[src/rtl/pkt_alloc_pkg.sv]
package pkt_alloc_pkg;
  localparam int unsigned PAGE_BYTES     = 2048;
  localparam int unsigned UNIT_BYTES     = 512;
  localparam int unsigned UNITS_PER_PAGE = PAGE_BYTES / UNIT_BYTES;

  localparam int unsigned NUM_Q  = 3;
  localparam int unsigned Q_TX   = 0;
  localparam int unsigned Q_DONE = 1;
  localparam int unsigned Q_RX   = 2;

  typedef enum logic [1:0] {
    GRANT_OK         = 2'd0,
    GRANT_NO_PAGE    = 2'd1,
    GRANT_OVER_LIMIT = 2'd2
  } grant_e;
endpackage

[src/rtl/pkt_low_free_enc.sv]
module pkt_low_free_enc #(
  parameter int unsigned N  = 64,
  parameter int unsigned IW = 6
) (
  input  logic [N-1:0]  busy,
  output logic          found,
  output logic [IW-1:0] idx
);
  // Scan from the top so the last hit written is the lowest free page.
  always_comb begin
    found = 1'b0;
    idx   = '0;
    for (int i = N - 1; i >= 0; i--) begin
      if (!busy[i]) begin
        found = 1'b1;
        idx   = IW'(i);
      end
    end
  end
endmodule

[src/rtl/pkt_page_pool.sv]
module pkt_page_pool
  import pkt_alloc_pkg::*;
#(
  parameter int unsigned NUM_PAGES = 64,
  parameter int unsigned PKT_W     = 6,
  parameter int unsigned CNT_W     = 7,
  parameter int unsigned UNIT_W    = 9
) (
  input  logic              clk,
  input  logic              rst_n,
  input  logic              take,
  input  logic [UNIT_W-1:0] limit_units,
  input  logic              rel_valid,
  input  logic [PKT_W-1:0]  rel_pkt,
  output grant_e            grant,
  output logic [PKT_W-1:0]  grant_pkt,
  output logic [CNT_W-1:0]  used_pages,
  output logic              dbl_free_err
);
  logic [NUM_PAGES-1:0] busy_q, busy_n;
  logic [CNT_W-1:0]     used_q;
  logic                 err_q;
  logic                 any_free;
  logic [UNIT_W:0]      need_units;
  logic                 alloc_ok, rel_in_range, rel_hit;

  pkt_low_free_enc #(.N(NUM_PAGES), .IW(PKT_W)) u_enc (
    .busy  (busy_q),
    .found (any_free),
    .idx   (grant_pkt)
  );

  assign need_units = ((UNIT_W+1)'(used_q) + (UNIT_W+1)'(1)) * (UNIT_W+1)'(UNITS_PER_PAGE);

  always_comb begin
    if (!any_free)                        grant = GRANT_NO_PAGE;
    else if (need_units > {1'b0, limit_units}) grant = GRANT_OVER_LIMIT;
    else                                  grant = GRANT_OK;
  end

  assign alloc_ok     = take && (grant == GRANT_OK);
  assign rel_in_range = ({1'b0, rel_pkt} < (PKT_W+1)'(NUM_PAGES));
  assign rel_hit      = rel_valid && rel_in_range && busy_q[rel_pkt];

  always_comb begin
    busy_n = busy_q;
    if (alloc_ok) busy_n[grant_pkt] = 1'b1;
    if (rel_hit)  busy_n[rel_pkt]   = 1'b0;
  end

  always_ff @(posedge clk) begin
    if (!rst_n) begin
      busy_q <= '0;
      used_q <= '0;
      err_q  <= 1'b0;
    end else begin
      busy_q <= busy_n;
      unique case ({alloc_ok, rel_hit})
        2'b10:   used_q <= used_q + 1'b1;
        2'b01:   used_q <= used_q - 1'b1;
        default: used_q <= used_q;
      endcase
      if (rel_valid && !rel_hit) err_q <= 1'b1;
    end
  end

  assign used_pages   = used_q;
  assign dbl_free_err = err_q;
endmodule

[src/rtl/pkt_num_fifo.sv]
module pkt_num_fifo #(
  parameter int unsigned DEPTH = 64,
  parameter int unsigned W     = 6
) (
  input  logic         clk,
  input  logic         rst_n,
  input  logic         in_valid,
  output logic         in_ready,
  input  logic [W-1:0] in_data,
  output logic         out_valid,
  input  logic         out_ready,
  output logic [W-1:0] out_data
);
  localparam int unsigned PTR_W = (DEPTH > 1) ? $clog2(DEPTH) : 1;
  localparam int unsigned CNT_W = $clog2(DEPTH + 1);

  logic [W-1:0]     mem [DEPTH];
  logic [PTR_W-1:0] wr_q, rd_q;
  logic [CNT_W-1:0] cnt_q;
  logic             push, pop;

  function automatic logic [PTR_W-1:0] step(input logic [PTR_W-1:0] p);
    return (p == PTR_W'(DEPTH - 1)) ? '0 : p + 1'b1;
  endfunction

  assign in_ready  = (cnt_q != CNT_W'(DEPTH));
  assign out_valid = (cnt_q != '0);
  assign out_data  = mem[rd_q];
  assign push      = in_valid && in_ready;
  assign pop       = out_valid && out_ready;

  always_ff @(posedge clk) begin
    if (push) mem[wr_q] <= in_data;
  end

  always_ff @(posedge clk) begin
    if (!rst_n) begin
      wr_q  <= '0;
      rd_q  <= '0;
      cnt_q <= '0;
    end else begin
      if (push) wr_q <= step(wr_q);
      if (pop)  rd_q <= step(rd_q);
      unique case ({push, pop})
        2'b10:   cnt_q <= cnt_q + 1'b1;
        2'b01:   cnt_q <= cnt_q - 1'b1;
        default: cnt_q <= cnt_q;
      endcase
    end
  end
endmodule

[src/rtl/pkt_alloc_mmu.sv]
module pkt_alloc_mmu
  import pkt_alloc_pkg::*;
#(
  parameter int unsigned NUM_PAGES = 64,
  localparam int unsigned PKT_W    = $clog2(NUM_PAGES),
  localparam int unsigned CNT_W    = $clog2(NUM_PAGES + 1),
  localparam int unsigned UNIT_W   = $clog2(NUM_PAGES * UNITS_PER_PAGE + 1)
) (
  input  logic              clk,
  input  logic              rst_n,
  input  logic              alloc_req_valid,
  output logic              alloc_req_ready,
  output logic              alloc_rsp_valid,
  input  logic              alloc_rsp_ready,
  output logic              alloc_rsp_ok,
  output logic [PKT_W-1:0]  alloc_rsp_pkt,
  input  logic              rel_valid,
  input  logic [PKT_W-1:0]  rel_pkt,
  input  logic [UNIT_W-1:0] limit_units,
  output logic [UNIT_W-1:0] free_units,
  output logic              dbl_free_err,
  input  logic              txq_in_valid,
  output logic              txq_in_ready,
  input  logic [PKT_W-1:0]  txq_in_pkt,
  output logic              txq_out_valid,
  input  logic              txq_out_ready,
  output logic [PKT_W-1:0]  txq_out_pkt,
  input  logic              doneq_in_valid,
  output logic              doneq_in_ready,
  input  logic [PKT_W-1:0]  doneq_in_pkt,
  output logic              doneq_out_valid,
  input  logic              doneq_out_ready,
  output logic [PKT_W-1:0]  doneq_out_pkt,
  input  logic              rxq_in_valid,
  output logic              rxq_in_ready,
  input  logic [PKT_W-1:0]  rxq_in_pkt,
  output logic              rxq_out_valid,
  input  logic              rxq_out_ready,
  output logic [PKT_W-1:0]  rxq_out_pkt,
  output logic              tx_irq,
  output logic              rx_irq
);
  grant_e           grant;
  logic [PKT_W-1:0] grant_pkt;
  logic [CNT_W-1:0] used_pages;
  logic             req_fire;
  logic             rsp_v_q, rsp_ok_q;
  logic [PKT_W-1:0] rsp_pkt_q;

  assign alloc_req_ready = !rsp_v_q || alloc_rsp_ready;
  assign req_fire        = alloc_req_valid && alloc_req_ready;

  pkt_page_pool #(
    .NUM_PAGES (NUM_PAGES),
    .PKT_W     (PKT_W),
    .CNT_W     (CNT_W),
    .UNIT_W    (UNIT_W)
  ) u_pool (
    .clk          (clk),
    .rst_n        (rst_n),
    .take         (req_fire),
    .limit_units  (limit_units),
    .rel_valid    (rel_valid),
    .rel_pkt      (rel_pkt),
    .grant        (grant),
    .grant_pkt    (grant_pkt),
    .used_pages   (used_pages),
    .dbl_free_err (dbl_free_err)
  );

  always_ff @(posedge clk) begin
    if (!rst_n) begin
      rsp_v_q   <= 1'b0;
      rsp_ok_q  <= 1'b0;
      rsp_pkt_q <= '0;
    end else if (req_fire) begin
      rsp_v_q   <= 1'b1;
      rsp_ok_q  <= (grant == GRANT_OK);
      rsp_pkt_q <= (grant == GRANT_OK) ? grant_pkt : '0;
    end else if (alloc_rsp_ready) begin
      rsp_v_q   <= 1'b0;
    end
  end

  assign alloc_rsp_valid = rsp_v_q;
  assign alloc_rsp_ok    = rsp_ok_q;
  assign alloc_rsp_pkt   = rsp_pkt_q;

  assign free_units = UNIT_W'(NUM_PAGES * UNITS_PER_PAGE)
                    - UNIT_W'(used_pages) * UNIT_W'(UNITS_PER_PAGE);

  // Queue ports gathered into arrays so one generate loop builds all three.
  logic             q_in_valid  [NUM_Q];
  logic             q_in_ready  [NUM_Q];
  logic [PKT_W-1:0] q_in_pkt    [NUM_Q];
  logic             q_out_valid [NUM_Q];
  logic             q_out_ready [NUM_Q];
  logic [PKT_W-1:0] q_out_pkt   [NUM_Q];

  assign q_in_valid[Q_TX]   = txq_in_valid;
  assign q_in_pkt[Q_TX]     = txq_in_pkt;
  assign q_out_ready[Q_TX]  = txq_out_ready;
  assign q_in_valid[Q_DONE] = doneq_in_valid;
  assign q_in_pkt[Q_DONE]   = doneq_in_pkt;
  assign q_out_ready[Q_DONE]= doneq_out_ready;
  assign q_in_valid[Q_RX]   = rxq_in_valid;
  assign q_in_pkt[Q_RX]     = rxq_in_pkt;
  assign q_out_ready[Q_RX]  = rxq_out_ready;

  for (genvar q = 0; q < NUM_Q; q++) begin : g_queue
    pkt_num_fifo #(.DEPTH(NUM_PAGES), .W(PKT_W)) u_fifo (
      .clk       (clk),
      .rst_n     (rst_n),
      .in_valid  (q_in_valid[q]),
      .in_ready  (q_in_ready[q]),
      .in_data   (q_in_pkt[q]),
      .out_valid (q_out_valid[q]),
      .out_ready (q_out_ready[q]),
      .out_data  (q_out_pkt[q])
    );
  end

  assign txq_in_ready    = q_in_ready[Q_TX];
  assign txq_out_valid   = q_out_valid[Q_TX];
  assign txq_out_pkt     = q_out_pkt[Q_TX];
  assign doneq_in_ready  = q_in_ready[Q_DONE];
  assign doneq_out_valid = q_out_valid[Q_DONE];
  assign doneq_out_pkt   = q_out_pkt[Q_DONE];
  assign rxq_in_ready    = q_in_ready[Q_RX];
  assign rxq_out_valid   = q_out_valid[Q_RX];
  assign rxq_out_pkt     = q_out_pkt[Q_RX];

  assign tx_irq = q_out_valid[Q_DONE];
  assign rx_irq = q_out_valid[Q_RX];
endmodule

[config.mk]
export PLATFORM = sky130hd
export DESIGN_NAME = pkt_alloc_mmu
export DESIGN_NICKNAME = d
export VERILOG_FILES = /design/src/rtl/pkt_alloc_pkg.sv /design/src/rtl/pkt_low_free_enc.sv /design/src/rtl/pkt_page_pool.sv /design/src/rtl/pkt_num_fifo.sv /design/src/rtl/pkt_alloc_mmu.sv
export SDC_FILE = /design/constraint.sdc
export NUM_CORES = 2
export LEC_CHECK = 0
export BUFFER_PORTS_ARGS = -buffer_cell sky130_fd_sc_hd__buf_2
export CORE_ASPECT_RATIO = 2
export CORE_MARGIN = 3
export CORE_UTILIZATION = 65
export DETAILED_ROUTE_END_ITERATION = 8
export GPL_TIMING_DRIVEN = 0
export PLACE_DENSITY = 0.91
export SLEW_MARGIN = 20
export SYNTH_ARGS = -nofsm -noshare
export SYNTH_HDL_FRONTEND = slang
export SYNTH_SLANG_ARGS = --single-unit
[constraint.sdc]
create_clock -name clk -period 8.1 [get_ports clk]
set_clock_uncertainty 0.05 [all_clocks]
set_input_delay 0.405 -clock clk [delete_from_list [all_inputs] [get_ports clk]]
set_output_delay 0.405 -clock clk [all_outputs]
set_load 0.05 [all_outputs]
==> flow_summary.yaml <==
die:
  core_sq_um: 81480
  io_pins: 89
  rows: 148
  dieArea_sq_um: 86090
  initial_utilization_pct: 65.74
  die_y_microns: 412.0
  die_x_microns: 209.0
cts:
  cts_buffers: 105
  cts_setup_buffers: 0
  clk_pin_slew_worst_paths_ps: 70
  worstSkewPairLatency_ps: 710
  cts.sinks: 1307
  clock-root-buffer: "clkbuf_16"
  cts-resized-gates: 0
  cts_tree: "yes"
  h-tree-depth: 3
  cts_buffer_depth: 3
route:
  wire_per_inst_microns: 33.56
  vias: 30420
  drtIter0Drc: 4178
  ant_nets: 0
  dr.pass1.iters: 6
  drt-total-wl_microns: 142600
  viasPerCell: 7.157
  drc: 0
power_and_ir_drop:
  peakVddDrop_uv: 444.7
  switching_power_w: 0.004440
  p_int_w: 0.01185
  cellPowerDensity_nw_per_um2: 275.5
  swShare_pct: 27.26
  p_leak_nw: 18.37
  seqPwrFrac_pct: 46.1
  pwr-share-comb_pct: 19.6
  p_clk_share_pct: 34.3
  total_power_w: 0.01629
placed_design:
  hpwl_microns: 90990
  dp_slack_ps: 2402
  finalWeightedCongestion: 0.9642
  io_buffers: 81
sta:
  slew_violations: 0
  fmax_ghz: 0.1717
  relSlewSlack_pct: 26.53
  hold_viol: 0
  holdWs_ps: 111.2
  period_needed_ps: 5823
  tightestPinTransition_ps: 1074
  setup_viol: 0
  setup_slack_ps: 2277
  final.setup.tns_ps: 0
  rsz0062_at_grt: "no"
  finalCritPeriodShare_pct: 71.89
grt:
  grt_max_degree: 65
  antenna_found_initial: 5
  grt_remaining_overflow: 0
  first_global_vias: 31710
  grt_pass1_wl_microns: 210100
  grt_util_all_layers_pct: 33.56
setup_path:
  startpoint_type: "register"
  crit_type: "reg2reg"
  cp.required_ps: 8640
  cp-end-kind: "register"
  cp_max_fo: 11
  worstPathArrival_ps: 6370
job:
  drv_cap: 0
synthesis:
  async_reset_ff_share_pct: 0
  yosysWarnings: 0
  synth-main-ff-cell: "edfxtp_1"
  synthTopCellsByArea: "edfxtp_1 (65%), mux4_2 (16%), dfxtp_1 (5.8%)"
  yosysTopAreaCell: "edfxtp_1"
  ys_seq_elements: 1307
  synth.yosys.seq_area_share_pct: 70.38
  syn_area_per_cell_sq_um: 18.37
  synth_top_area_share_pct: 64.59
  syn-cell-area_sq_um: 53560
  ys_types: 70
  synth-edff-count: 1152
  synthCells: 2916
layout:
  area_delta_synth_final_pct: 10.40
  final_util_pct: 72.58
  fin_nets: 3191
  drive_gt1_share_pct: 23.80
min_path:
  holdCritPathClass: "in2reg"
outcome:
  status: "finished clean"
-- worst max-delay path, stage by stage (launching register included) --
cell and delay [ps]:
dfxtp_1 580, inv_1 240, ha_1 400, ha_1 310, nand2_1 50, or4_1 410
o211a_1 310, nor3_4 310, o21ai_2 160, clkbuf_1 310, ha_1 360, buf_1 270
xor2_1 220, ha_1 210, a21oi_1 250, nor3b_1 100, a21oi_1 150, o221ai_1 210
mux2i_1 190, a31oi_1 330, xor2_1 110, and2_1 170
-- path summary, 6_finish.rpt --
check | start | endpoint | slack [ps] | cells past startpoint
min reg2reg | alloc_rsp_pkt[2] | alloc_rsp_pkt[2] | 420 | 2
max | u_pool.used_pages[0] | u_pool.used_pages[6] | 2280 | 21
max reg2reg | u_pool.used_pages[0] | u_pool.used_pages[6] | 2280 | 21
min | rxq_in_valid | g_queue[2].u_fifo.wr_q[1] | 110 | 4
-- final cells by class --
type,instances,area (sq um)
Sequential cell,1307,37700
Fill cell,4451,22350
Multi-Input combinational cell,1395,14990
Clock buffer,120,2776
Tap cell,1050,1314
Clock inverter,77,979.7
Buffer,174,733.2
Timing Repair Buffer,84,480.5
Inverter,41,153.9
Antenna cell,2,5.005
-- cell usage after synthesis (all sizes together) (38+ instances only) --
| library cell | count |
|---|---|
| nand4 | 38 |
| buf | 55 |
| o221a | 60 |
| edfxtp | 1152 |
| inv | 41 |
| clkbuf | 119 |
| mux4 | 388 |
| a21oi | 40 |
| dfxtp | 155 |
| o21ai | 51 |
| nor2 | 269 |
| nand2 | 104 |
| and2 | 46 |
-- through the flow --
stage,std cells,area (sq um)
after floorplan,2917,53560
after global placement,4048,55280
after detailed placement,4048,55290
after CTS,4248,59080
after global routing,4249,59130
final,4250,59130
-- logic make-up after synthesis --
| kind of cell | share of synthesized area (%) |
|---|---|
| flip-flops | 70.38 |
| AND/OR/NAND/NOR | 6.036 |
| multiplexers | 16.61 |
| AO/OA/AOI/OAI | 3.497 |
| buffers and inverters | 1.645 |
| XOR/XNOR | 0.8667 |
| adder cells (fa/ha/maj) | 0.9531 |
| other | 0.007001 |
-- sequential cells by signal, indices dropped and copies added, names as in the netlist, named ones only --
register / flops
g_queue.u_fifo.wr_q: 18
g_queue.u_fifo.cnt_q: 21
alloc_rsp_valid: 1
g_queue.u_fifo.rd_q: 18
u_pool.busy_q: 64
alloc_rsp_pkt: 6
u_pool.used_pages: 7
u_pool.dbl_free_err: 1
alloc_rsp_ok: 1
g_queue.u_fifo.mem: 1152
-- layout by cell type (no fill, tap or decap), drive strengths merged, types with 40 or more instances in the layout --
cell type and n:
o21ai 51, clkbuf 239, o221a 60, edfxtp 1152
buf 136, and2 46, nor2 269, a21oi 40
dfxtp 155, mux4 388, nand2 104, clkinv 49
inv 45
-- layer usage --
metal | up-vias | global-route usage (%) | routed length, microns
li1 | 12170 | - | -
met1 | 15430 | 37.24 | 43010
met2 | 2213 | 60.88 | 77280
met3 | 599 | 5.700 | 11810
met4 | 6 | 19.23 | 10510
met5 | - | 0 | 35
-- what timing repair did --
item                                    4_1_cts  5_1_grt
endpoints found under the setup margin        0        0
hold buffers                                  3        0
hold endpoints to repair                      4        0
-- power groups by stage --
stage          registers [W]  logic (W)  clock network (W)
6_report             0.00750    0.00319            0.00559
5_1_grt              0.00751    0.00333            0.00583
4_1_cts              0.00750    0.00318            0.00560
3_5_place_dp         0.00765    0.00310                  0
3_3_place_gp         0.00764    0.00296                  0
2_1_floorplan        0.00763    0.00217                  0
Note: power is estimated with default switching activity, not from simulation.
